$ cat src/rtl/crt_timing_pkg.sv
package crt_timing_pkg;

  localparam int GLYPH_W    = 7;
  localparam int ROW_SEL_W  = 3;
  localparam int FONT_BYTE  = 8;
  localparam int FONT_AW    = 1 + GLYPH_W + ROW_SEL_W;

  // One captured character cell, held while its glyph row is fetched.
  typedef struct packed {
    logic [GLYPH_W-1:0]   glyph;
    logic [ROW_SEL_W-1:0] row;
    logic                 hretrace;
    logic                 dark;
  } cell_t;

  function automatic int unsigned text_offset(input int unsigned line,
                                              input int unsigned col,
                                              input int unsigned cols);
    return line * cols + col;
  endfunction

  function automatic logic [FONT_AW-1:0] font_index(input logic sel,
                                                    input logic [GLYPH_W-1:0] glyph,
                                                    input logic [ROW_SEL_W-1:0] row);
    return {sel, glyph, row};
  endfunction

  // Dot d of a cell shows font bit (FONT_BYTE-1-d): leftmost dot is the MSB.
  function automatic int unsigned pixel_bit(input int unsigned dot);
    return FONT_BYTE - 1 - dot;
  endfunction

endpackage

$ cat src/rtl/crt_dot_prescaler.sv
module crt_dot_prescaler #(
  parameter int DOT_W     = 4,
  parameter int CHAR_DOTS = 7
) (
  input  logic             clk,
  input  logic             rst,
  output logic [DOT_W-1:0] dot_cnt,
  output logic [DOT_W-1:0] dot_idx,
  output logic             char_tick
);
  localparam int               LOAD_I = (1 << DOT_W) - CHAR_DOTS;
  localparam logic [DOT_W-1:0] LOAD   = DOT_W'(LOAD_I);
  localparam logic [DOT_W-1:0] TERM   = '1;

  assign char_tick = (dot_cnt == TERM);
  assign dot_idx   = dot_cnt - LOAD;

  always_ff @(posedge clk) begin
    if (rst)            dot_cnt <= LOAD;
    else if (char_tick) dot_cnt <= LOAD;
    else                dot_cnt <= dot_cnt + DOT_W'(1);
  end
endmodule

$ cat src/rtl/crt_raster_counters.sv
module crt_raster_counters #(
  parameter int COLS_TOTAL    = 128,
  parameter int SCANS_PER_ROW = 10,
  parameter int ROWS_TOTAL    = 26,
  parameter int BLINK_BITS    = 4,
  parameter int COL_W         = $clog2(COLS_TOTAL),
  parameter int SCAN_W        = $clog2(SCANS_PER_ROW),
  parameter int LINE_W        = $clog2(ROWS_TOTAL)
) (
  input  logic              clk,
  input  logic              rst,
  input  logic              char_tick,
  output logic [COL_W-1:0]  col,
  output logic [SCAN_W-1:0] scan,
  output logic [LINE_W-1:0] line,
  output logic              blink,
  output logic              frame_end
);
  localparam logic [COL_W-1:0]  COL_LAST  = COL_W'(COLS_TOTAL - 1);
  localparam logic [SCAN_W-1:0] SCAN_LAST = SCAN_W'(SCANS_PER_ROW - 1);
  localparam logic [LINE_W-1:0] LINE_LAST = LINE_W'(ROWS_TOTAL - 1);

  logic col_end, scan_end;

  assign col_end   = char_tick && (col == COL_LAST);
  assign scan_end  = col_end && (scan == SCAN_LAST);
  assign frame_end = scan_end && (line == LINE_LAST);

  always_ff @(posedge clk) begin
    if (rst)            col <= '0;
    else if (col_end)   col <= '0;
    else if (char_tick) col <= col + COL_W'(1);
  end

  always_ff @(posedge clk) begin
    if (rst)           scan <= '0;
    else if (scan_end) scan <= '0;
    else if (col_end)  scan <= scan + SCAN_W'(1);
  end

  always_ff @(posedge clk) begin
    if (rst)            line <= '0;
    else if (frame_end) line <= '0;
    else if (scan_end)  line <= line + LINE_W'(1);
  end

  generate
    if (BLINK_BITS > 0) begin : g_blink
      logic [BLINK_BITS-1:0] frames;
      always_ff @(posedge clk) begin
        if (rst)            frames <= '0;
        else if (frame_end) frames <= frames + BLINK_BITS'(1);
      end
      assign blink = frames[BLINK_BITS-1];
    end else begin : g_no_blink
      assign blink = 1'b0;
    end
  endgenerate
endmodule

$ cat src/rtl/crt_pixel_path.sv
module crt_pixel_path
  import crt_timing_pkg::*;
#(
  parameter int DOT_W = 4
) (
  input  logic                 clk,
  input  logic                 rst,
  input  logic                 char_tick,
  input  logic [DOT_W-1:0]     dot_idx,
  input  cell_t                cell_in,
  input  logic [FONT_BYTE-1:0] font_data,
  output logic [FONT_AW-1:0]   font_addr,
  output logic                 held_hretrace,
  output logic                 video
);
  cell_t                held;
  logic [FONT_BYTE-1:0] shifter;

  always_ff @(posedge clk) begin
    if (rst) begin
      held    <= '{glyph: '0, row: '0, hretrace: 1'b1, dark: 1'b1};
      shifter <= '1;
    end else if (char_tick) begin
      held    <= cell_in;
      shifter <= held.dark ? '1 : font_data;
    end
  end

  assign held_hretrace = held.hretrace;
  assign font_addr     = font_index(!held.hretrace, held.glyph, held.row);
  assign video         = !shifter[3'(pixel_bit(32'(dot_idx)))];
endmodule

$ cat src/rtl/crt_char_timing.sv
module crt_char_timing
  import crt_timing_pkg::*;
#(
  parameter int DOT_W         = 4,
  parameter int CHAR_DOTS     = 7,
  parameter int COLS_TOTAL    = 128,
  parameter int COLS_VISIBLE  = 80,
  parameter int SCANS_PER_ROW = 10,
  parameter int FONT_ROWS     = 8,
  parameter int ROWS_TOTAL    = 26,
  parameter int ROWS_VISIBLE  = 24,
  parameter int BLINK_BITS    = 4,
  localparam int ADDR_W       = $clog2(COLS_VISIBLE * ROWS_VISIBLE)
) (
  input  logic               clk,
  input  logic               rst,
  input  logic               cpu_req,
  input  logic [7:0]         char_data,
  input  logic [7:0]         font_data,
  output logic [ADDR_W-1:0]  char_addr,
  output logic [FONT_AW-1:0] font_addr,
  output logic               video,
  output logic               hsync,
  output logic               vsync
);
  localparam int COL_W  = $clog2(COLS_TOTAL);
  localparam int SCAN_W = $clog2(SCANS_PER_ROW);
  localparam int LINE_W = $clog2(ROWS_TOTAL);

  logic [DOT_W-1:0]  dot_cnt, dot_idx;
  logic              char_tick;
  logic [COL_W-1:0]  col;
  logic [SCAN_W-1:0] scan;
  logic [LINE_W-1:0] line;
  logic              blink, frame_end;
  logic [1:0]        cpu_sync;
  logic              in_hretrace, in_vretrace, spacer_scan, blink_dark, visible;
  logic              held_hretrace;
  cell_t             cell_in;

  crt_dot_prescaler #(.DOT_W(DOT_W), .CHAR_DOTS(CHAR_DOTS)) u_pre (
    .clk(clk), .rst(rst), .dot_cnt(dot_cnt), .dot_idx(dot_idx), .char_tick(char_tick)
  );

  crt_raster_counters #(
    .COLS_TOTAL(COLS_TOTAL), .SCANS_PER_ROW(SCANS_PER_ROW),
    .ROWS_TOTAL(ROWS_TOTAL), .BLINK_BITS(BLINK_BITS),
    .COL_W(COL_W), .SCAN_W(SCAN_W), .LINE_W(LINE_W)
  ) u_cnt (
    .clk(clk), .rst(rst), .char_tick(char_tick), .col(col), .scan(scan),
    .line(line), .blink(blink), .frame_end(frame_end)
  );

  // Two-stage synchronizer for the CPU request, stepped by the character clock.
  always_ff @(posedge clk) begin
    if (rst)            cpu_sync <= '0;
    else if (char_tick) cpu_sync <= {cpu_sync[0], cpu_req};
  end

  assign in_hretrace = (col >= COL_W'(COLS_VISIBLE));
  assign in_vretrace = (line >= LINE_W'(ROWS_VISIBLE));
  assign spacer_scan = (scan >= SCAN_W'(FONT_ROWS));
  assign blink_dark  = char_data[7] && blink;
  assign visible     = !in_hretrace && !in_vretrace;

  assign char_addr = visible
                   ? ADDR_W'(text_offset(32'(line), 32'(col), COLS_VISIBLE))
                   : '0;

  assign cell_in.glyph    = char_data[GLYPH_W-1:0];
  assign cell_in.row      = scan[ROW_SEL_W-1:0];
  assign cell_in.hretrace = in_hretrace;
  assign cell_in.dark     = in_vretrace || spacer_scan || cpu_sync[1] || blink_dark;

  crt_pixel_path #(.DOT_W(DOT_W)) u_pix (
    .clk(clk), .rst(rst), .char_tick(char_tick), .dot_idx(dot_idx),
    .cell_in(cell_in), .font_data(font_data), .font_addr(font_addr),
    .held_hretrace(held_hretrace), .video(video)
  );

  always_ff @(posedge clk) begin
    if (rst) begin
      hsync <= 1'b0;
      vsync <= 1'b0;
    end else begin
      hsync <= (col == COL_W'(COLS_VISIBLE));
      vsync <= (line == LINE_W'(ROWS_VISIBLE));
    end
  end
endmodule

$ cat config.mk
export PLATFORM = sky130hd
export DESIGN_NAME = crt_char_timing
export DESIGN_NICKNAME = d
export VERILOG_FILES = /design/src/rtl/crt_timing_pkg.sv /design/src/rtl/crt_dot_prescaler.sv /design/src/rtl/crt_raster_counters.sv /design/src/rtl/crt_pixel_path.sv /design/src/rtl/crt_char_timing.sv
export SDC_FILE = /design/constraint.sdc
export NUM_CORES = 1
export LEC_CHECK = 0
export BUFFER_PORTS_ARGS = -buffer_cell sky130_fd_sc_hd__buf_4
export CAP_MARGIN = 20
export CORE_UTILIZATION = 29
export CTS_CLUSTER_SIZE = 24
export DETAILED_ROUTE_END_ITERATION = 10
export SLEW_MARGIN = 15
export SYNTH_ARGS = -nofsm -noshare
export SYNTH_HDL_FRONTEND = slang
export SYNTH_SLANG_ARGS = --single-unit
$ cat constraint.sdc
create_clock -name clk -period 3.2 [get_ports clk]
set_input_delay 0.48 -clock clk [delete_from_list [all_inputs] [get_ports clk]]
set_output_delay 0.48 -clock clk [all_outputs]
set_load 0.005 [all_outputs]
### Word-level counts from Yosys, hierarchy flattened

Index checks and enable logic that the tools add are counted.

| cells by class | value |
|---|---|
| add/sub/neg operators | 8 |
| multipliers | 1 |
| divide/modulo/power cells | 0 |
| magnitude comparators | 4 |
| equal/unequal tests | 6 |
| shift-type cells | 0 |
| mux-type cells | 4 |
| bitwise operators | 0 |
| reduce and logical (&&, ||, !) cells | 16 |

Operator list:

| operator | count |
|---|---|
| equality test 7 bit (second input constant) | 2 |
| adder 4 x 1 -> 4 bit (second input constant) | 3 |
| adder 11 x 7 -> 11 bit | 1 |
| two-way mux 11 bit | 1 |
| equality test 5 bit (second input constant) | 2 |
| equality test 4 bit (second input constant) | 2 |
| two-way mux 8 bit | 1 |
| OR reduction 2 bit | 4 |
| adder 7 x 1 -> 7 bit (second input constant) | 1 |
| greater-or-equal comparator 7 bit (second input constant) | 1 |
| multiplier 5 x 3 -> 7 bit (second input constant) | 1 |
| adder 5 x 1 -> 5 bit (second input constant) | 1 |
| greater-or-equal comparator 5 bit (second input constant) | 1 |
| logical AND 1 bit | 5 |
| greater-or-equal comparator 4 bit (second input constant) | 1 |
| zero test 1 bit | 4 |
| less-than comparator 3 x 4 -> 1 bit (second input constant) | 1 |
| binary-select mux 1 bit (select 3 bit) | 1 |
| logical OR 1 bit | 3 |
| subtractor 3 x 1 -> 3 bit (second input constant) | 1 |
| subtractor 3 bit (first input constant) | 1 |
| two-way mux 1 bit | 1 |

| storage, ports and cells | value |
|---|---|
| flip-flop bits (word level) | 48 |
| latch bits | 0 |
| bits in writable memories | 0 |
| ROM bits | 0 |
| input bits | 19 |
| output and inout port bits | 25 |
| logic and storage cells | 52 |
| memories kept | 0 |

### Longest topological paths before layout

Gate-level depths: netlist (run 1).

| logic depth | value |
|---|---|
| depth in word-level cells | 5 |
| gate-level depth with buffers | 9 |

### By module

From an unflattened synthesis (run 1), not the netlist that was laid out.

| unflattened totals | value |
|---|---|
| cells, all modules | 285 |
| area, all modules | 2593.7 um^2 |

By module, submodules not included:

| module | times used | cells an instance | area each (um^2) |
|---|---|---|---|
| crt_raster_counters | 1 | 109 | 975.9 |
| crt_pixel_path | 1 | 88 | 863.3 |
| crt_char_timing | 1 | 68 | 555.5 |
| crt_dot_prescaler | 1 | 20 | 198.9 |

### Worst setup path after synthesis (run 1)

Ideal clock, no wire load.

| path | value |
|---|---|
| path kind | reg-to-output |
| start | reg u_cnt.line[1] |
| end | out char_addr[10] |
| arrival time | 2.307 ns |
| required time | 2.720 ns |
| setup slack | 0.413 ns |
| cell stages (with the launch flop) | 10 |
| buffers on the path | 0 |
| path through | dfxtp_1 ha_1 ha_1 inv_1 fa_1 nand2b_1 nor2_1 mux2i_1 o2bb2ai_1 mux2i_1 |

| between the ends | value |
|---|---|
| longest elaborated chain between the ends | 4 |
| elaborated cells between the ends (all ways) | 6 |
| classes of those cells | 1 x add/sub; 1 x mul; 1 x order compare; 1 x mux; 2 x reduce/logical |

Ends and longest elaborated chain:

| item | RTL line | source |
|---|---|---|
| start, declared | crt_raster_counters.sv:15 | `output logic [LINE_W-1:0] line,` |
| start signal, assigned | crt_raster_counters.sv:44 | `else if (scan_end) line <= line + LINE_W'(1);` |
| branches (longest 3 deep; another with adder 11 x 7 -> 11 bit) | -- |  |
| two-way mux 11 bit * | crt_char_timing.sv:67 | `? ADDR_W'(text_offset(32'(line), 32'(col), COLS_VISIBLE))` |
| end, declared | crt_char_timing.sv:20 | `output logic [ADDR_W-1:0] char_addr,` |

Every way passes the cells marked *.

### Worst setup path in the final report (run 1)

| path | value |
|---|---|
| start | reg u_cnt.line[3] |
| end | out char_addr[10] |

Same word-level chain as after synthesis.

==> results of run 1 <==
[cells in the mapped netlist, types with 2 or more instances]
library cell   n  area [sq um]
mux4_2         2          45.0
or3_1          2          12.5
nand4_1        2          12.5
xnor2_1        8          70.1
nand2b_1       5          31.3
nand3b_1       2          15.0
clkbuf_1       9          33.8
a311oi_1       3          26.3
nand2_1       37           139
a41oi_1        3          26.3
inv_1         15          56.3
o21ai_0        3          15.0
and3_1         7          43.8
nand3_1       14          70.1
nor3b_1        3          22.5
buf_2          4          20.0
o21bai_1       8          60.1
nor3_1        14          70.1
nor2_1        28           105
ha_1          20           250
a21oi_1       24           120
fa_1           2          40.0
dfxtp_1       48           961
buf_4         10          75.1
xor2_1         6          52.6
mux2i_1        5          50.1
[per-layer routing]
metal | up-vias | global-route usage (%) | routed length (um)
li1 | 1078 | - | -
met2 | 41 | 18.8 | 2370
met4 | 0 | 2.70 | 38
met1 | 977 | 16.4 | 2570
met3 | 5 | 3.16 | 219
met5 | - | 0 | 0
[final cells by class]
| class | instances | area [sq um] |
|---|---|---|
| Timing Repair Buffer | 49 | 368 |
| Sequential cell | 48 | 966 |
| Clock buffer | 5 | 68.8 |
| Multi-Input combinational cell | 213 | 1440 |
| Inverter | 15 | 56.3 |
| Clock inverter | 3 | 23.8 |
| Fill cell | 932 | 5620 |
| Tap cell | 108 | 135 |
[worst max-delay path: stages, from the launching register on]
cell and delay, ns:
dfxtp_4 0.36, ha_1 0.28, ha_2 0.17, inv_1 0.05, fa_1 0.48, nand2b_4 0.14
nor2_4 0.04, buf_4 0.14, a21oi_1 0.13, o2bb2ai_1 0.14, mux2i_1 0.20, buf_4 0.13
[path summary, 6_finish.rpt]
| path | from | endpoint | slack [ns] | depth (start not counted) |
|---|---|---|---|---|
| setup / recovery | u_cnt.line[3]$_SDFFE_PP0P_ | char_addr[10] | 0.15 | 11 |
| hold / removal | char_data[1] | u_pix.font_addr[4]$_SDFFE_PP0P_ | 0.41 | 3 |
| setup reg to reg | u_pre.dot_cnt[0]$_SDFF_PP1_ | u_cnt.line[3]$_SDFFE_PP0P_ | 0.84 | 5 |
| hold reg to reg | cpu_sync[0]$_SDFFE_PP0P_ | cpu_sync[1]$_SDFFE_PP0P_ | 0.46 | 2 |
[per-stage QoR]
stage | area (sq um) | std cells | util (%)
after floorplan | 2580 | 300 | -
after global placement | 2930 | 431 | 33.7
after detailed placement | 2930 | 431 | 33.7
after CTS | 3030 | 439 | 34.9
after global routing | 3060 | 441 | 35.3
final | 3060 | 441 | 35.3
[report_power, final]
part / internal [mW] / switching (mW)
sequential: 0.608 / 0.0140
combinational: 0.0445 / 0.0423
clock: 0.155 / 0.216
total: 0.807 / 0.273
[sequential cells by signal, summed over array words and instances (netlist names), 2 cells and up]
signal                cells
cpu_sync                  2
u_cnt.col                 7
u_cnt.g_blink.frames      4
u_cnt.line                5
u_cnt.scan                4
u_pix.font_addr          10
u_pix.shifter             8
u_pre.dot_cnt             4
[logic make-up after synthesis]
family,after synthesis,share of synthesized area (%)
simple gates,121,23.2
compound gates,49,12.2
flops,48,37.2
buf+inv,39,7.61
fa+ha+maj,22,11.3
xor+xnor,14,4.75
mux,7,3.69
[cells in the final DEF, fill, tap and decap left out, types with 6 or more instances in the layout]
cell type / count
a21oi_1: 24
buf_4: 49
xnor2_1: 8
ha_1: 19
dfxtp_1: 46
inv_1: 15
nor2_1: 27
nand3_1: 14
and3_1: 7
o21bai_1: 8
xor2_1: 6
nand2_1: 37
nor3_1: 14
[what timing repair did]
item / CTS / global route
resized for setup: 4 / 4
setup endpoints to repair: 1 / 1
setup buffers: 0 / 2
pin swaps: 0 / 2
==> impl_metrics.csv, run 1 <==
group,metric,value,unit
global_routing,grt_use_total,12.0,%
timing,fin_crit,3.05,ns
route,vias,2101,
placed_design,dp_slack,0.152,ns
synth,ys_warn_count,0,
die,initial_core_util,29.7,%
synth,synth_edf_count,0,
route,avgViaCountPerCell,4.76,
route,finalWirelength,5200,um
worst_setup_path,critPathLaunchType,"register",
timing,hold_viol,0,
timing,clock.fmax,328,MHz
global_routing,antenna_found_initial,0,
synth,synth_top_flop_cell,"dfxtp_1",
cells_and_area,final_nets,373,
cts,cts_hold_buf,0,
die,dieArea,9280,sq um
global_routing,grt_pass1_wl,8720,um
synth,synthCells,300,
placed_design,hpwlAfterDp,3600,um
die,num_rows,34,
worst_setup_path,crit_arrival,2.57,ns
synth,syn_area_per_cell,8.60,sq um
die,design.core.area,8680,sq um
worst_setup_path,cp.required,2.72,ns
synth,yosysSeqAreaShare,37.2,%
timing,relSlewSlack,53.7,%
route,wire_per_inst,11.8,um
placed_design,gp_congestion,0.759,
timing,fin_tns_setup,0,ns
cts,cts.sinks,48,
timing,whs,0.414,ns
synth,synth_area,2580,sq um
cells_and_area,antenna_cells,0,
global_routing,grt_max_degree,49,
timing,setup_slack,0.147,ns
cts,cts_tree,"yes",
die,fp.dieH,96.3,um
die,pin_count,44,
timing,rsz0062_at_grt,"no",
timing,setup_viol,0,
timing,maxSlewViolCount,0,
placed_design,io_buffers,43,
worst_setup_path,path_class,"register to output pin",
synth,syn-num-nets,341,
timing,max_slew.worst_pin.slew,0.694,ns
cts,clockRootBuffer,"clkbuf_8",
pwr,finalPower,1.08,mW
run,cap_violations,0,
timing,fin_crit_sh,95.4,%
worst_setup_path,critPathCaptureType,"output pin",
cts,cts_buffer_depth,2,
cts,htree_num_levels,2,
timing,finalClockSkew,0.00821,ns
synth,synthArstFlopShare,0,%
cts,clk_pin_slew,0.10,ns
die,die_w,96.3,um
global_routing,grt_overflow,0,
pwr,p_per_area,353,nW/um^2
cells_and_area,drive_above_1_share,20.4,%
route,antenna_left,0,
worst_setup_path,cp_max_fo,4,
synth,ys_ff_latch,48,
worst_hold_path,min_path_type,"primary input to register",
cells_and_area,areaGrowthSynthToFinish,18.6,%
cts,clk_latency,0.30,ns
status,status,"complete, no violations",
pwr,vdd_drop_max,0.183,mV
synth,synth_cell_types,42,
route,drtPass1Iterations,4,
cts,cts_buffers,5,
global_routing,grt_pass1_vias,1859,
route,drc,0,
pwr,power_leakage,1.31,nW
route,drt_iter0_drc,116,
Power figures use the tool's default switching activity.
==> run 2, diff against run 1 <==
--- a/config.mk
+++ b/config.mk
@@ -10,6 +10,7 @@
 export CORE_UTILIZATION = 29
 export CTS_CLUSTER_SIZE = 24
 export DETAILED_ROUTE_END_ITERATION = 10
+export MAX_ROUTING_LAYER = met4
 export SLEW_MARGIN = 15
 export SYNTH_ARGS = -nofsm -noshare
 export SYNTH_HDL_FRONTEND = slang
==> run 2 against run 1 <==
Hold slack is essentially flat. Non-clock buffer count unchanged. Sequential power about the same. Final area did not move. Clock power about the same. Register-to-register slack is essentially flat. Critical path type unchanged. Largest cell class unchanged.
==> impl_metrics.csv, run 2 (same netlist as run 1, synthesis figures left out) <==
group,metric,value,unit
status,status,"complete, no violations",
cells_and_area,layout_common_cells,"buf_4 (49), dfxtp_1 (46), nand2_1 (37)",
pwr,pwr-share-seq,57.5,%
worst_setup_path,critPathLaunchType,"register",
route,drc,0,
timing,finalClockSkew,0.00822,ns
timing,fin_crit,3.05,ns
route,vias,2100,
pwr,switchingPower,273,uW
worst_hold_path,hold_start,"char_data[1]",
cells_and_area,final_common_cell,"buf_4",
die,initial_core_util,29.7,%
global_routing,grt_overflow,0,
die,dieArea,9280,sq um
placed_design,gp_congestion,0.769,
timing,setup_viol,0,
cts,clk_pin_slew,0.10,ns
run,cap_violations,0,
cells_and_area,largest_register_ffs,10,
cells_and_area,areaGrowthSynthToFinish,18.6,%
route,avgViaCountPerCell,4.76,
route,wire_per_inst,11.8,um
cts,cts_hold_buf,0,
worst_setup_path,r2r_start,"u_pre.dot_cnt[0]$_SDFF_PP1_",
timing,max_slew.worst_pin.slew,0.699,ns
cts,cts_buffers,5,
cells_and_area,drive_above_1_share,20.4,%
timing,clock.fmax,327,MHz
cells_and_area,antenna_cells,0,
timing,fin_tns_setup,0,ns
global_routing,grt_max_degree,49,
timing,relSlewSlack,53.4,%
die,fp.dieH,96.3,um
worst_setup_path,crit_arrival,2.57,ns
cts,clk_latency,0.30,ns
cells_and_area,final_nets,373,
worst_setup_path,path_class,"register to output pin",
route,drtPass1Iterations,4,
worst_setup_path,critPathCaptureType,"output pin",
die,die_w,96.3,um
worst_hold_path,min_path_type,"primary input to register",
timing,maxSlewViolCount,0,
pwr,p_per_area,353,nW/um^2
global_routing,grt_pass1_wl,8720,um
cts,clockRootBuffer,"clkbuf_8",
route,antenna_left,0,
placed_design,hpwlAfterDp,3600,um
worst_setup_path,cp_max_fo,4,
die,pin_count,44,
die,design.core.area,8680,sq um
pwr,intPower,807,uW
cts,cts_buffer_depth,2,
route,drt_iter0_drc,113,
pwr,vdd_drop_max,0.182,mV
timing,rsz0062_at_grt,"no",
pwr,clkPwrFrac,34.4,%
worst_setup_path,cp.required,2.72,ns
worst_setup_path,startpoint,"u_cnt.line[3]$_SDFFE_PP0P_",
timing,setup_slack,0.146,ns
global_routing,antenna_found_initial,0,
die,num_rows,34,
timing,fin_crit_sh,95.4,%
placed_design,io_buffers,43,
cts,cts_tree,"yes",
timing,hold_viol,0,
cts,htree_num_levels,2,
route,finalWirelength,5190,um
pwr,netSwitchingFraction,25.3,%
pwr,finalPower,1.08,mW
cts,cts.sinks,48,
global_routing,grt_use_total,12.3,%
pwr,power_leakage,1.31,nW
global_routing,grt_pass1_vias,1857,
placed_design,dp_slack,0.152,ns
pwr,power_frac_comb,8.0,%
[run 2: power by group through the flow]
stage                     sequential, mW  clock, mW  combinational, mW
final                              0.622      0.372             0.0868
after global routing               0.625      0.418             0.0976
after CTS                          0.623      0.391             0.0887
after detailed placement           0.637          0             0.0880
after global placement             0.636          0             0.0863
after floorplan                    0.633          0             0.0606
[run 2: area by class of cell]
cell class / instances / area [sq um]
Multi-Input combinational cell: 213 / 1440
Fill cell: 932 / 5620
Clock buffer: 5 / 68.8
Timing Repair Buffer: 49 / 368
Tap cell: 108 / 135
Sequential cell: 48 / 966
Inverter: 15 / 56.3
Clock inverter: 3 / 23.8
[run 2: timing repair]
item | CTS | global route
buffers inserted | 0 | 2
gates resized for setup | 4 | 4
setup endpoints to repair | 1 | 1
pin swaps | 0 | 2
[run 2: path summary, 6_finish.rpt]
kind                                           to  slack [ns]  cells after the start
setup / recovery                    char_addr[10]        0.15                     11
hold / removal    u_pix.font_addr[4]$_SDFFE_PP0P_        0.41                      3
setup reg to reg       u_cnt.line[3]$_SDFFE_PP0P_        0.83                      5
hold reg to reg          cpu_sync[1]$_SDFFE_PP0P_        0.46                      2
[run 2: worst max-delay path: stages, from the launching register on]
cell	delay, ns
dfxtp_4	0.36
ha_1	0.28
ha_2	0.17
inv_1	0.05
fa_1	0.48
nand2b_4	0.14
nor2_4	0.04
buf_4	0.14
a21oi_1	0.13
o2bb2ai_1	0.14
mux2i_1	0.20
buf_4	0.13
[run 2: per-stage QoR]
step	cell area [sq um]	util [%]	hold WS, ns	cells
after floorplan	2580	-	0.432	300
after global placement	2930	33.7	0.443	431
after detailed placement	2930	33.7	0.447	431
after CTS	3030	34.9	0.405	439
after global routing	3060	35.3	0.394	441
final	3060	35.3	0.414	441
[run 2: routing by layer]
layer | GRT usage, % | wire length [um]
met2 | 18.9 | 2360
met4 | 2.70 | 38
met3 | 3.16 | 214
met1 | 16.3 | 2580
met5 | - | 0
==> run 3, diff against run 2 <==
--- a/config.mk
+++ b/config.mk
@@ -5,6 +5,7 @@
 export SDC_FILE = /design/constraint.sdc
 export NUM_CORES = 1
 export LEC_CHECK = 0
+export ABC_CLOCK_PERIOD_IN_PS = 3200
 export BUFFER_PORTS_ARGS = -buffer_cell sky130_fd_sc_hd__buf_4
 export CAP_MARGIN = 20
 export CORE_UTILIZATION = 29
@@ -14,4 +15,5 @@
 export SLEW_MARGIN = 15
 export SYNTH_ARGS = -nofsm -noshare
 export SYNTH_HDL_FRONTEND = slang
+export SYNTH_HIERARCHICAL = 1
 export SYNTH_SLANG_ARGS = --single-unit
==> run 3 against run 2 <==
Global-route usage is 0.12 points higher. Combinational power is 2% lower. Core utilization is 1.4 points higher. Area after synthesis is 0.15% lower. Maximum frequency is 1.4% lower. Sequential share of layout area is 0.92 points lower. Critical path depth is 3 lower. Count of clock-buffer cells in the layout stayed put. Clock power is 60% higher. Setup slack worse by 0.044 ns.
==> impl_metrics.csv, run 3 <==
group,metric,value,unit
timing,fin_crit_sh,96.8,%
global_routing,grt_pass1_vias,1857,
cells_and_area,layout_common_cells,"buf_4 (49), dfxtp_1 (43), nor2_1 (40)",
route,drtPass1Iterations,6,
worst_setup_path,crit_chain,"ha_2 > ha_4 > inv_2 > fa_2 > and4b_1 > or4_4 > o2111ai_2 > buf_4",
worst_setup_path,path_buf_inv,2,
cells_and_area,largest_register_ffs,10,
cts,cts_buffer_depth,2,
timing,fin_crit,3.10,ns
run,cap_violations,0,
die,design.core.area,8680,sq um
cts,clockRootBuffer,"clkbuf_8",
placed_design,hpwlAfterDp,3550,um
cells_and_area,final_nets,355,
pwr,finalPower,1.30,mW
status,status,"complete, no violations",
placed_design,io_buffers,43,
worst_setup_path,critical-path-top-delay-family,"adder cells",
route,drc,0,
worst_setup_path,path_class,"register to output pin",
route,finalWirelength,5160,um
global_routing,grt_use_total,12.4,%
pwr,power_leakage,1.33,nW
die,fp.dieH,96.3,um
global_routing,grt_max_degree,41,
global_routing,grt_overflow,0,
cts,clk_latency,0.30,ns
placed_design,gp_congestion,0.741,
timing,fin_tns_setup,0,ns
cts,cts_hold_buf,0,
synth,synthCells,282,
global_routing,antenna_found_initial,0,
die,pin_count,44,
die,num_rows,34,
route,antenna_left,0,
worst_setup_path,rrSetupSlack,0.84,ns
worst_setup_path,slowest_stage,"fa_2",
route,vias,1987,
synth,synth_area,2580,sq um
timing,finalClockSkew,0.00659,ns
worst_setup_path,cp_max_fo,7,
route,wire_per_inst,12.1,um
timing,setup_viol,0,
cells_and_area,areaGrowthSynthToFinish,23.4,%
cells_and_area,antenna_cells,0,
pwr,p_per_area,409,nW/um^2
worst_setup_path,critPathLaunchType,"register",
die,dieArea,9260,sq um
timing,clock.fmax,323,MHz
worst_setup_path,crit_arrival,2.62,ns
cts,cts.sinks,48,
route,drt_iter0_drc,70,
cells_and_area,drive_above_1_share,23.6,%
timing,relSlewSlack,69.0,%
cells_and_area,final_common_cell,"buf_4",
timing,rsz0062_at_grt,"no",
die,initial_core_util,29.7,%
die,die_w,96.3,um
synth,syn_area_per_cell,9.14,sq um
cts,cts_buffers,5,
synth,ys_warn_count,6,
pwr,vdd_drop_max,0.169,mV
worst_setup_path,max_stage_delay,0.56,ns
cts,clk_pin_slew,0.09,ns
worst_setup_path,cp.required,2.72,ns
route,avgViaCountPerCell,4.66,
cts,cts_tree,"yes",
global_routing,grt_pass1_wl,8610,um
timing,max_slew.worst_pin.slew,0.465,ns
timing,hold_viol,0,
cts,htree_num_levels,2,
synth,syn-num-nets,320,
timing,maxSlewViolCount,0,
worst_setup_path,critPathCaptureType,"output pin",
worst_hold_path,min_path_type,"primary input to register",
-- run 3: area by class of cell --
cell class | count | area [sq um]
Timing Repair Buffer | 49 | 368
Multi-Input combinational cell | 201 | 1500
Fill cell | 907 | 5500
Clock buffer | 5 | 68.8
Sequential cell | 48 | 975
Inverter | 12 | 45.0
Clock inverter | 3 | 90.1
Tap cell | 108 | 135
-- run 3: per-layer routing --
metal | global-route usage, % | up-vias | wire, um
met4 | 4.48 | 0 | 38
met3 | 2.61 | 4 | 129
li1 | - | 1039 | -
met5 | - | - | 0
met1 | 15.7 | 912 | 2680
met2 | 19.6 | 32 | 2310
-- run 3: stage by stage --
step	instance area, sq um	setup slack (ns)	util, %	cells	hold slack, ns
4_1_cts	3090	0.0109	35.6	423	0.397
3_3_place_gp	2910	0.302	33.6	414	0.471
2_1_floorplan	2580	0.467	-	282	0.458
3_5_place_dp	2910	0.217	33.6	414	0.479
5_1_grt	3180	0.00912	36.6	426	0.397
6_report	3180	0.102	36.6	426	0.408
-- run 3: timing repair --
action	4_1_cts	5_1_grt
pin swaps	1	6
resized for setup	4	15
buffers inserted	1	3
endpoints found under the hold margin	0	0
setup endpoints to repair	1	1
-- run 3: where the power goes --
group	switching, mW	total [mW]	internal, mW
registers	0.0121	0.618	0.606
clock network	0.206	0.597	0.391
logic	0.0403	0.0850	0.0448
total	0.258	1.30	1.04
-- run 3: tightest hold or removal path, stage by stage --
cell     delay (ns)
buf_4          0.08
mux2i_1        0.05
nor2_1         0.07
-- run 3: path summary, 6_finish.rpt --
kind / endpoint / cells after the start / startpoint
max: char_addr[10] / 8 / u_cnt/line[2]$_SDFFE_PP0P_
min: u_pix/font_addr[6]$_SDFFE_PP0P_ / 3 / char_data[3]
max reg2reg: u_cnt/line[3]$_SDFFE_PP0P_ / 6 / u_pre/dot_cnt[1]$_SDFF_PP0_
min reg2reg: u_pix/font_addr[5]$_SDFFE_PP0P_ / 2 / u_pix/font_addr[5]$_SDFFE_PP0P_
